File: src/rtl/intmask_ctrl.sv
module intmask_ctrl (
  input  logic       clk,
  input  logic       rst_n,
  input  logic       wr_stb,
  input  logic [7:0] wr_data,
  input  logic       rd_stb,
  output logic [7:0] rd_data,
  input  logic       ser_in,
  output logic       ser_out,
  input  logic       irq_hi,
  input  logic       irq_mid,
  input  logic       irq_lo,
  input  logic       ei_stb,
  input  logic       di_stb,
  input  logic       ack,
  output logic       irq,
  output logic [2:0] irq_code
);
  logic [2:0] mask_q;
  logic       en_q, lat_q, hi_d, sod_q;

  wire [2:0] pend = {lat_q, irq_mid, irq_lo};
  wire [2:0] live = pend & ~mask_q;

  assign irq = en_q & (|live);

  always_comb begin
    irq_code = 3'b000;
    if (en_q) begin
      if (live[2])      irq_code = 3'b100;
      else if (live[1]) irq_code = 3'b010;
      else if (live[0]) irq_code = 3'b001;
    end
  end

  wire lat_clr = (wr_stb & wr_data[4]) | (ack & irq_code[2]);
  wire hi_rise = irq_hi & ~hi_d;

  always_ff @(posedge clk) begin
    if (!rst_n) begin
      mask_q <= 3'b111;
      en_q   <= 1'b0;
      lat_q  <= 1'b0;
      hi_d   <= 1'b0;
      sod_q  <= 1'b0;
    end else begin
      hi_d <= irq_hi;
      if (lat_clr)      lat_q <= 1'b0;
      else if (hi_rise) lat_q <= 1'b1;
      if (ack | di_stb) en_q <= 1'b0;
      else if (ei_stb)  en_q <= 1'b1;
      if (wr_stb && wr_data[3]) mask_q <= wr_data[2:0];
      if (wr_stb && wr_data[6]) sod_q  <= wr_data[7];
    end
  end

  assign ser_out = sod_q;
  assign rd_data = rd_stb ? {ser_in, pend, en_q, mask_q} : 8'h00;
endmodule

File: config.mk
export PLATFORM = sky130hd
export DESIGN_NAME = intmask_ctrl
export DESIGN_NICKNAME = d
export VERILOG_FILES = /design/src/rtl/intmask_ctrl.sv
export SDC_FILE = /design/constraint.sdc
export NUM_CORES = 1
export LEC_CHECK = 0
export BUFFER_PORTS_ARGS = -buffer_cell sky130_fd_sc_hd__clkbuf_2
export CELL_PAD_IN_SITES_DETAIL_PLACEMENT = 1
export CELL_PAD_IN_SITES_GLOBAL_PLACEMENT = 2
export CORE_UTILIZATION = 21
export CTS_BUF_LIST = sky130_fd_sc_hd__clkbuf_8
export DETAILED_ROUTE_END_ITERATION = 16
export PLACE_DENSITY = 0.83
export SYNTH_ARGS = -nofsm -noshare
export SYNTH_HDL_FRONTEND = slang
export SYNTH_SLANG_ARGS = --single-unit
export TNS_END_PERCENT = 10
File: constraint.sdc
create_clock -name clk -period 1.75 [get_ports clk]
set_clock_uncertainty 0.1 [all_clocks]
set_input_delay 0.2625 -clock clk [delete_from_list [all_inputs] [get_ports clk]]
set_output_delay 0.2625 -clock clk [all_outputs]
set_load 0.005 [all_outputs]
* Word-level counts from Yosys, hierarchy flattened
Index checks and enable logic that the tools add are counted.
** Word-level totals
- Logic and storage cells :: 25
- Bits of input ports :: 19
- Register bits after elaboration :: 7
- Output and inout port bits :: 13
** Cells by class
- Bitwise logic cells :: 10
- Mux-type cells :: 5
- Reductions and logical operators :: 5
** Operators by type and width (count)
- 8-bit two-way mux :: 1
- 3-bit two-way mux :: 2
- 1-bit AND :: 4
- 2-bit OR reduction :: 2
- 3-bit AND :: 1
- 3-bit NOT :: 1
- 3-bit OR reduction :: 1
- 1-bit logical AND :: 2
- 2-bit two-way mux :: 1
- 1-bit NOT :: 2
- 1-bit OR :: 2
- 1-bit two-way mux :: 1

* Logic depth before layout (Yosys ltp)
Gate-level depths: netlist (run 1).
- Word-level depth :: 9
- Gate-level depth with buffers :: 2
- Gate-level depth less buffers :: 2

* Least setup slack after synthesis (run 1)
No wires, ideal clock.
- Kind :: register to output
- Start point :: reg lat_q
- End point :: out irq_code[0]
- Buffers on the path :: 0
- Path slack :: 0.677 ns
- Required time :: 1.387 ns
- Arrival :: 0.711 ns
- Stages on the path, launching flop included :: 3
- Cell sequence :: dfxtp_1 > nor2b_4 > nor4bb_2
** On the way
- Cells in the longest elaborated chain, start to end :: 3
** RTL lines
- start: declaration :: line 20 : logic en_q, lat_q, hi_d, sod_q;
- start signal: assignment :: line 43 : lat_q <= 1'b0;
- start signal: assignment :: line 48 : if (lat_clr) lat_q <= 1'b0;
- start signal: assignment :: line 49 : else if (hi_rise) lat_q <= 1'b1;
- 3-bit AND :: line 23 : wire [2:0] live = pend & ~mask_q;
- 3-bit two-way mux :: line 30 : if (live[2]) irq_code = 3'b100;
- 3-bit two-way mux :: line 29 : if (en_q) begin
- end: declaration :: line 17 : output logic [2:0] irq_code
No other way between the ends.

* Worst setup path after layout (run 1)
- Start point :: reg mask_q[0]
- End point :: out irq_code[0]
** On the way
- Cells in the longest elaborated chain, start to end :: 6
** RTL lines
- start: declaration :: line 19 : logic [2:0] mask_q;
- start signal: assignment :: line 52 : if (wr_stb && wr_data[3]) mask_q <= wr_data[2:0];
- 3-bit NOT :: line 23
- 3-bit AND :: line 23
- 1-bit two-way mux :: line 32 : else if (live[0]) irq_code = 3'b001;
- 2-bit two-way mux :: line 31 : else if (live[1]) irq_code = 3'b010;
- 3-bit two-way mux :: line 30
- 3-bit two-way mux :: line 29
No other way between the ends.

==> results.md, run 1 <==
- The post-synthesis async set-or-reset flop share is 0%.
- Data on the critical path arrives at its endpoint at roughly 1.1 ns.
- The worst setup path startpoint is mask_q[0].
- The I/O pin count is 32.
- After synthesis, the mean cell area works out to 9.61 um^2.
- The number of max-cap violations is 0.
- The number of buffers between clock root and the deepest sink is 2.
- The largest net degree at the start of global routing is 10.
- The global-route total usage across every layer is between 10% and 20%.
- The total inserted antenna cells is 0.
- Relative to the synthesized area, the layout overhead comes to 57.5%.
- The final hold violation count is 0.
- The worst setup path is captured at an output pin.
- The worst setup path is launched from a flip-flop.
- The prevailing post-synth register cell is sky130_fd_sc_hd__dfxtp_1.
- In this run the cell area of the synthesized design comes to around 390 um^2.
- At the pin with the least slew margin, the transition time is between 0.2 and 0.25 ns.
- In the routed layout, each cell is associated on average with a via count of ~4.3.
- The starting utilization of the core area is between 20% and 30%.
- The tree is rooted in a sky130_fd_sc_hd__clkbuf_8.
- The worst hold margin is between 0.1 and 0.15 ns.
- The cell with the most instances after synthesis is sky130_fd_sc_hd__and2_1.
- The number of pins with negative max-slew slack in the final report is 0.
- The die outline height is ~45 um.
- In this run the most critical hold path is launched from di_stb.
- The number of global-route vias before repair is 350.
- The number of antenna violations at the first check in global routing was 0.
- The DRC violation total after the first TritonRoute iteration is 1.
- Once layout is complete, the utilization of the core stands at a little over a third.
- The DRC violations left is 0.
- After technology mapping, the gate count stands at just over 40.
- In this run the critical register-to-register path is launched from mask_q[2].
- The kind of critical path is flip-flop to output pin.
- The core region area is around 1700 um^2.
- The internal portion of the total power is between 0.3 and 0.4 mW.
- Sorting the synthesized cells by area gives the leading types as sky130_fd_sc_hd__dfxtp_1 36%, sky130_fd_sc_hd__and2_1 13%, sky130_fd_sc_hd__and3b_1 8.9%, sky130_fd_sc_hd__nor4bb_2 4.1%, sky130_fd_sc_hd__a21oi_1 3.8%.
- At the placement stage, the worst setup path has a slack of between 0.4 and 0.5 ns.
- The total number of vias is around 430.
- The count of nets left with antenna violations once routing finished came out at 0.
- After detailed routing, the average wire length per cell comes to between 9 and 10 um.
- The worst relative slew slack is 83.9%.
- TritonCTS created 3 clock buffers.
- The fraction of synthesized cell area taken by the top area cell type is 35.6%.
- Once the clock tree was built, the resizer swapped 0 gates to a different size.
- The number of nets in the layout is 95.
- Synthesis produced a netlist with a net count of 60.
- The highest clock frequency the design can meet is 684 MHz.
- The die area is just over 2000 um^2.
- Clock-pin slew was measured on the worst setup and hold paths at 0.04 ns.
- Sequential cells were found to cover a little over a third of the synthesized design area.
- The first TritonRoute pass finished after 2 iterations.
- The number of clock sinks is 7.
- The register bit total from synthesis is 7.
- The half-perimeter wire length of the detailed placement result is about 800 um.
- The period utilization is roughly 84%.
- The final global-route overflow total is 0.
- The number of flops mapped to enable cells by yosys is 0.
- The number of placement rows is 15.
- For the worst setup path, the data required time is 1.39 ns.
- The tightest min-delay check is of the input pin to flip-flop type.
- Sequential cells burn about 38% of the power.
- The clock insertion delay at the later pin of the skew report is between 0.2 and 0.25 ns.
- The number of setup buffers added after CTS is 0.
- The hold buffer count at CTS is 0.
- The netlist uses 19 different library cells.
- The dominant cell type by area after synthesis is sky130_fd_sc_hd__dfxtp_1.
- The critical-path maximum fanout is 3.
- Per report_power, the combinational group accounts for 13.9% of the total.
- The routability congestion estimate is slightly below 0.6.
- The leakage power summed over all cells is between 0.3 and 0.4 nW.
- In this run the power density over the cells is 749 nW/um^2.
- The share of total power dissipated in the clock network is between 40% and 50%.
- Setup violations remaining at the end of the flow were counted as 0.
- The first global-routing pass estimated 1.49 mm of wire.
- The flow ran to the end, and the final reports show no timing, DRC or antenna violations.
- The synthesis warning total is 0.
- Setup repair after global routing left no endpoint under its margin.
- Overall power consumption after layout is estimated at ~0.46 mW.
- The width of the die is 45.3 um.
- CTS built an H-tree with a depth of 1.
- The number of buffers inserted by port buffering is 30.
- In this run switching power makes up 22.9% of total power.
- The final wirelength is slightly below 1 mm.
- The analysis attributes to net switching a power of around 0.11 mW.
- The CTS tree is yes.
- The post-route setup TNS is 0 ns.
- The least setup slack across all paths after layout is 0.289 ns.
- Across the VDD grid, the largest voltage drop is 397 uV.
- The fraction of layout cells with a size suffix above 1 is 52.0%.
- By count the netlist is led by 8 x sky130_fd_sc_hd__and2_1, 7 x sky130_fd_sc_hd__dfxtp_1, 4 x sky130_fd_sc_hd__and3b_1, 3 x sky130_fd_sc_hd__a21oi_1, 3 x sky130_fd_sc_hd__o21ai_1.
- The final period demand of the worst path is between 1 and 1.5 ns.
-- area by class of cell --
type,instances,area (um^2)
clock buffers,3,41.3
clock inverters,1,3.75
fillers,220,1120
multi-input cells,34,254
flip-flops and latches,7,140
well taps,25,31.3
repair buffers,30,150
-- layer usage --
| layer | GRT usage, % | vias up | wire [um] |
|---|---|---|---|
| met3 | 6.00 | 2 | 109 |
| met5 | 0 | - | 0 |
| met1 | 11.9 | 186 | 455 |
| li1 | - | 215 | - |
| met2 | 15.7 | 26 | 403 |
| met4 | 5.45 | 0 | 13 |
-- power groups by stage --
stage	sequential (mW)	combinational, mW	clock [mW]
after floorplan	0.176	0.0265	0
after global placement	0.177	0.0640	0
after detailed placement	0.177	0.0657	0
after CTS	0.175	0.0660	0.230
after global routing	0.176	0.0729	0.244
final	0.174	0.0646	0.226
-- final timing paths --
check	endpoint	slack, ns	cells after the start
setup / recovery	irq_code[0]	0.29	3
hold / removal	en_q	0.10	2
hold reg to reg	mask_q[1]	0.43	2
setup reg to reg	lat_q	0.86	2
-- layout by cell type (no fill, tap or decap), drive strengths merged --
cell type	count
nand2	1
and3b	4
nor2b	4
nor2	1
nand4b	1
a21oi	3
o21ai	3
and2	10
nor4b	1
inv	1
a21boi	1
dfxtp	7
o31a	1
clkbuf	33
and3	1
o2111a	1
nor4bb	1
o21a	1
-- per-stage QoR --
stage                     cell area (um^2)  cells
final                                  621    100
after global routing                   621    100
after CTS                              621    100
after detailed placement               576     96
after global placement                 576     96
after floorplan                        394     41
-- kinds of logic (layout without fill, tap and decap cells) --
| family | Yosys count | count (layout) | share of synthesized area, % |
|---|---|---|---|
| and+or+nand+nor | 24 | 24 | 47.9 |
| AOI/OAI and AO/OA | 10 | 10 | 16.5 |
| buffers and inverters | 0 | 34 | 0 |
| DFF | 7 | 7 | 35.6 |
-- flip-flops by register name, summed over array words and instances, names as in the netlist --
| register | cells |
|---|---|
| en_q | 1 |
| hi_d | 1 |
| lat_q | 1 |
| mask_q | 3 |
| ser_out | 1 |
-- worst max-delay path, stage by stage (launching register included) --
cell and delay [ns]:
sky130_fd_sc_hd__dfxtp_1 0.32, sky130_fd_sc_hd__nor2b_2 0.12, sky130_fd_sc_hd__nor4bb_2 0.27, sky130_fd_sc_hd__clkbuf_2 0.15
(Power assumes the default switching activity.)
==> inputs of run 2 (changes only) <==
--- a/config.mk
+++ b/config.mk
@@ -8,10 +8,10 @@
 export BUFFER_PORTS_ARGS = -buffer_cell sky130_fd_sc_hd__clkbuf_2
 export CELL_PAD_IN_SITES_DETAIL_PLACEMENT = 1
 export CELL_PAD_IN_SITES_GLOBAL_PLACEMENT = 2
-export CORE_UTILIZATION = 21
+export CORE_UTILIZATION = 20
 export CTS_BUF_LIST = sky130_fd_sc_hd__clkbuf_8
 export DETAILED_ROUTE_END_ITERATION = 16
-export PLACE_DENSITY = 0.83
+export PLACE_DENSITY = 0.79
 export SYNTH_ARGS = -nofsm -noshare
 export SYNTH_HDL_FRONTEND = slang
 export SYNTH_SLANG_ARGS = --single-unit
==> constraint.sdc (replaced) <==
create_clock -name clk -period 1.4 [get_ports clk]
set_clock_uncertainty 0.1 [all_clocks]
set_input_delay 0.21 -clock clk [delete_from_list [all_inputs] [get_ports clk]]
set_output_delay 0.21 -clock clk [all_outputs]
set_load 0.005 [all_outputs]
==> results.md, run 2 (synthesized netlist as in run 1, its figures left out) <==
- The vias per cell was 4.38 (+2.0%).
- The number of global-route vias before repair is 407 (+16%).
- The flow ran to the end, and the final reports show no timing, DRC or antenna violations.
- The global-route total usage across every layer is 10.9% (+0.37 points).
- The number of buffers inserted by port buffering is 30 (unchanged).
- The routability congestion estimate is 0.601 (+1.1%).
- The DRC violation total after the first TritonRoute iteration is 8 (+7).
- The cell area after layout is 636 um^2 (+2.4%).
- The total number of vias is 442 (+3.0%).
- The area growth from synthesis to layout is 61.3%.
- The final hold violation count is 0 (unchanged).
- The hold buffer count at CTS came to 0 (unchanged).
- The power consumption is 0.579 mW (+25%).
- The worst setup path is launched from a flip-flop.
- The half-perimeter wire length of the detailed placement result is 840 um (+4.6%).
- In the finished design, the share of the clock period the worst path needs comes to between 90% and 100%.
- The routed length per placed instance came to 10.2 um (+4.3%).
- The total iterations of the first detailed-routing run is 3 (+1).
- The die outline height is 46.4 um (+2.4%).
- The endpoint with the worst hold slack is en_q.
- The final period demand of the worst path is approximately 1.4 ns.
- The number of fillers in the final layout was 229 (+4.1%).
- The transition time at the pin with the least slew margin is 0.191 ns (-0.0499 ns).
- The post-placement cell count is 96 (unchanged).
- The register containing the most flip-flops in the final layout is mask_q.
- The worst relative slew slack was 87.1% (+3.2 points).
- The flip-flop count of the largest register, all copies and words added is 3 (unchanged).
- The filler-free cell count of the finished design is 101 (+1.0%).
- The register clock-pin slew on the reported worst setup and hold paths is 0.04 ns (about the same).
- The library cell used most frequently in the layout, excluding fill and tap cells, is sky130_fd_sc_hd__clkbuf_2.
- The wire length of the first global-routing pass is 1.69 mm (+13%).
- The fraction of layout cells with a size suffix above 1 is 59.2% (+7.2 points).
- The worst endpoint data arrival time is 1.06 ns (-0.04 ns).
- The number of clock sinks is 7 (unchanged).
- The path category of the worst min-delay check is input pin to flip-flop.
- The die area is 2150 um^2 (+4.8%).
- The number of max-cap violations is 0 (unchanged).
- The endpoint identified for the worst register-to-register timing path is lat_q.
- The maximum vdd drop is 408 uV (+2.7%).
- STA classifies the critical path endpoint as an output pin.
- In this run the critical register-to-register path is launched from lat_q.
- The cell area power density is 912 nW/um^2 (+22%).
- The leakage power summed over all cells is 0.317 nW (+2.3%).
- The number of buffers between clock root and the deepest sink is 2 (unchanged).
- The number of pins with negative max-slew slack in the final report is 0 (unchanged).
- The least setup slack across all paths after layout was 0.0308 ns (-0.258 ns).
- The I/O pin count was 32 (unchanged).
- The starting utilization of the core area is 22.1% (-0.48 points).
- The final global-route overflow total is 0 (unchanged).
- The placed instance area was 576 um^2 (unchanged).
- The reg-to-reg setup timing slack was 0.51 ns (-0.35 ns).
- The kind of critical path is flip-flop to output pin.
- The number of placement rows was 15 (unchanged).
- Leaving out fill and tap cells, the most frequent cells in the layout are 29 x sky130_fd_sc_hd__clkbuf_2, 8 x sky130_fd_sc_hd__and2_1, 4 x sky130_fd_sc_hd__and3b_1, 4 x sky130_fd_sc_hd__dfxtp_2.
- The number of levels in the clock H-tree is 1 (unchanged).
- The core region area came to 1780 um^2 (+2.2%).
- The worst endpoint required time came to 1.09 ns (-0.30 ns).
- Setup repair after global routing left no endpoint under its margin.
- The worst setup slack after placement is 0.207 ns (-0.253 ns).
- The number of antenna violations at the first check in global routing came to 0 (unchanged).
- The DRC violations left came to 0 (unchanged).
- The worst hold path begins at di_stb.
- The cell depth of the worst hold path is 2 (unchanged).
- The tree is rooted in a sky130_fd_sc_hd__clkbuf_8.
- The width of the die was 46.4 um (+2.4%).
- Static timing analysis puts the maximum clock frequency at about 730 MHz.
- The number of nets with antenna violations after detailed routing is 0 (unchanged).
- The final wirelength came to 1.03 mm (+5.3%).
- The final setup violation count was 0 (unchanged).
- The largest net degree at the start of global routing is 10 (unchanged).
- The total inserted antenna cells is 0 (unchanged).
- TritonCTS built the clock tree.
- The critical-path maximum fanout is 4 (+1).
- The post-route setup TNS is 0 ns (unchanged).
- The number of nets in the layout is 96 (+1.1%).
- The length in cells of the worst reg-to-reg path is 3 (+1).
- The number of buffers created by CTS is 3 (unchanged).
- The clock insertion delay at the later pin of the skew report came to 0.22 ns (about the same).
-- run 2: cell count changes in the layout (fill, tap and decap cells not counted) --
cell	previous run	this run
sky130_fd_sc_hd__dfxtp_1	7	3
sky130_fd_sc_hd__dfxtp_2	0	4
sky130_fd_sc_hd__buf_2	0	1
sky130_fd_sc_hd__buf_4	0	1
sky130_fd_sc_hd__clkbuf_2	30	29
sky130_fd_sc_hd__nor2b_1	2	1
sky130_fd_sc_hd__nor2b_2	1	2
-- run 2: worst max-delay path by stage --
stage | start | to | slack [ns]
after floorplan | lat_q | irq_code[0] | 0.38
after global placement | irq_mid | irq_code[0] | 0.21
after global routing | lat_q | irq | 0.006
final | lat_q | irq_code[0] | 0.03
after detailed placement | irq_mid | irq_code[0] | 0.21
after CTS | mask_q[1] | irq_code[1] | 0.01
-- run 2: critical path: stages (launching register included) --
cell	delay, ns
sky130_fd_sc_hd__dfxtp_2	0.32
sky130_fd_sc_hd__nor2b_4	0.13
sky130_fd_sc_hd__nor4bb_2	0.24
sky130_fd_sc_hd__buf_2	0.15
-- run 2: metrics by stage --
stage,utilization (%),hold slack [ns]
global placement,32.3,0.287
floorplan,-,0.181
detailed placement,32.3,0.286
finish,35.6,0.0443
CTS,35.5,0.0435
global route,35.6,0.0435
-- run 2: report_power, final --
| group | internal (mW) | switching (mW) |
|---|---|---|
| combinational | 0.0505 | 0.0341 |
| clock | 0.190 | 0.0867 |
| sequential | 0.211 | 0.00747 |
-- run 2: timing repair --
item / 4_1_cts / 5_1_grt
resized for setup: 4 / 2
buffers inserted: 1 / 0
setup endpoints to repair: 2 / 3
pin swaps: 1 / 0
-- run 2: metal layers --
layer	GRT usage [%]	vias to the layer above	part of all wire (%)
met5	0	-	0
met4	3.53	0	0
met3	2.75	0	9.5
met2	18.9	23	45
met1	12.9	202	45
li1	-	217	-
-- run 2: final cells by class --
class                   count  area, um^2  share of cell area (%)
clock buffers               3        41.3                    6.50
flip-flops and latches      7         145                    22.8
well taps                  25        31.3                    4.92
clock inverters             1        3.75                   0.591
multi-input cells          34         256                    40.4
repair buffers             31         158                    24.8
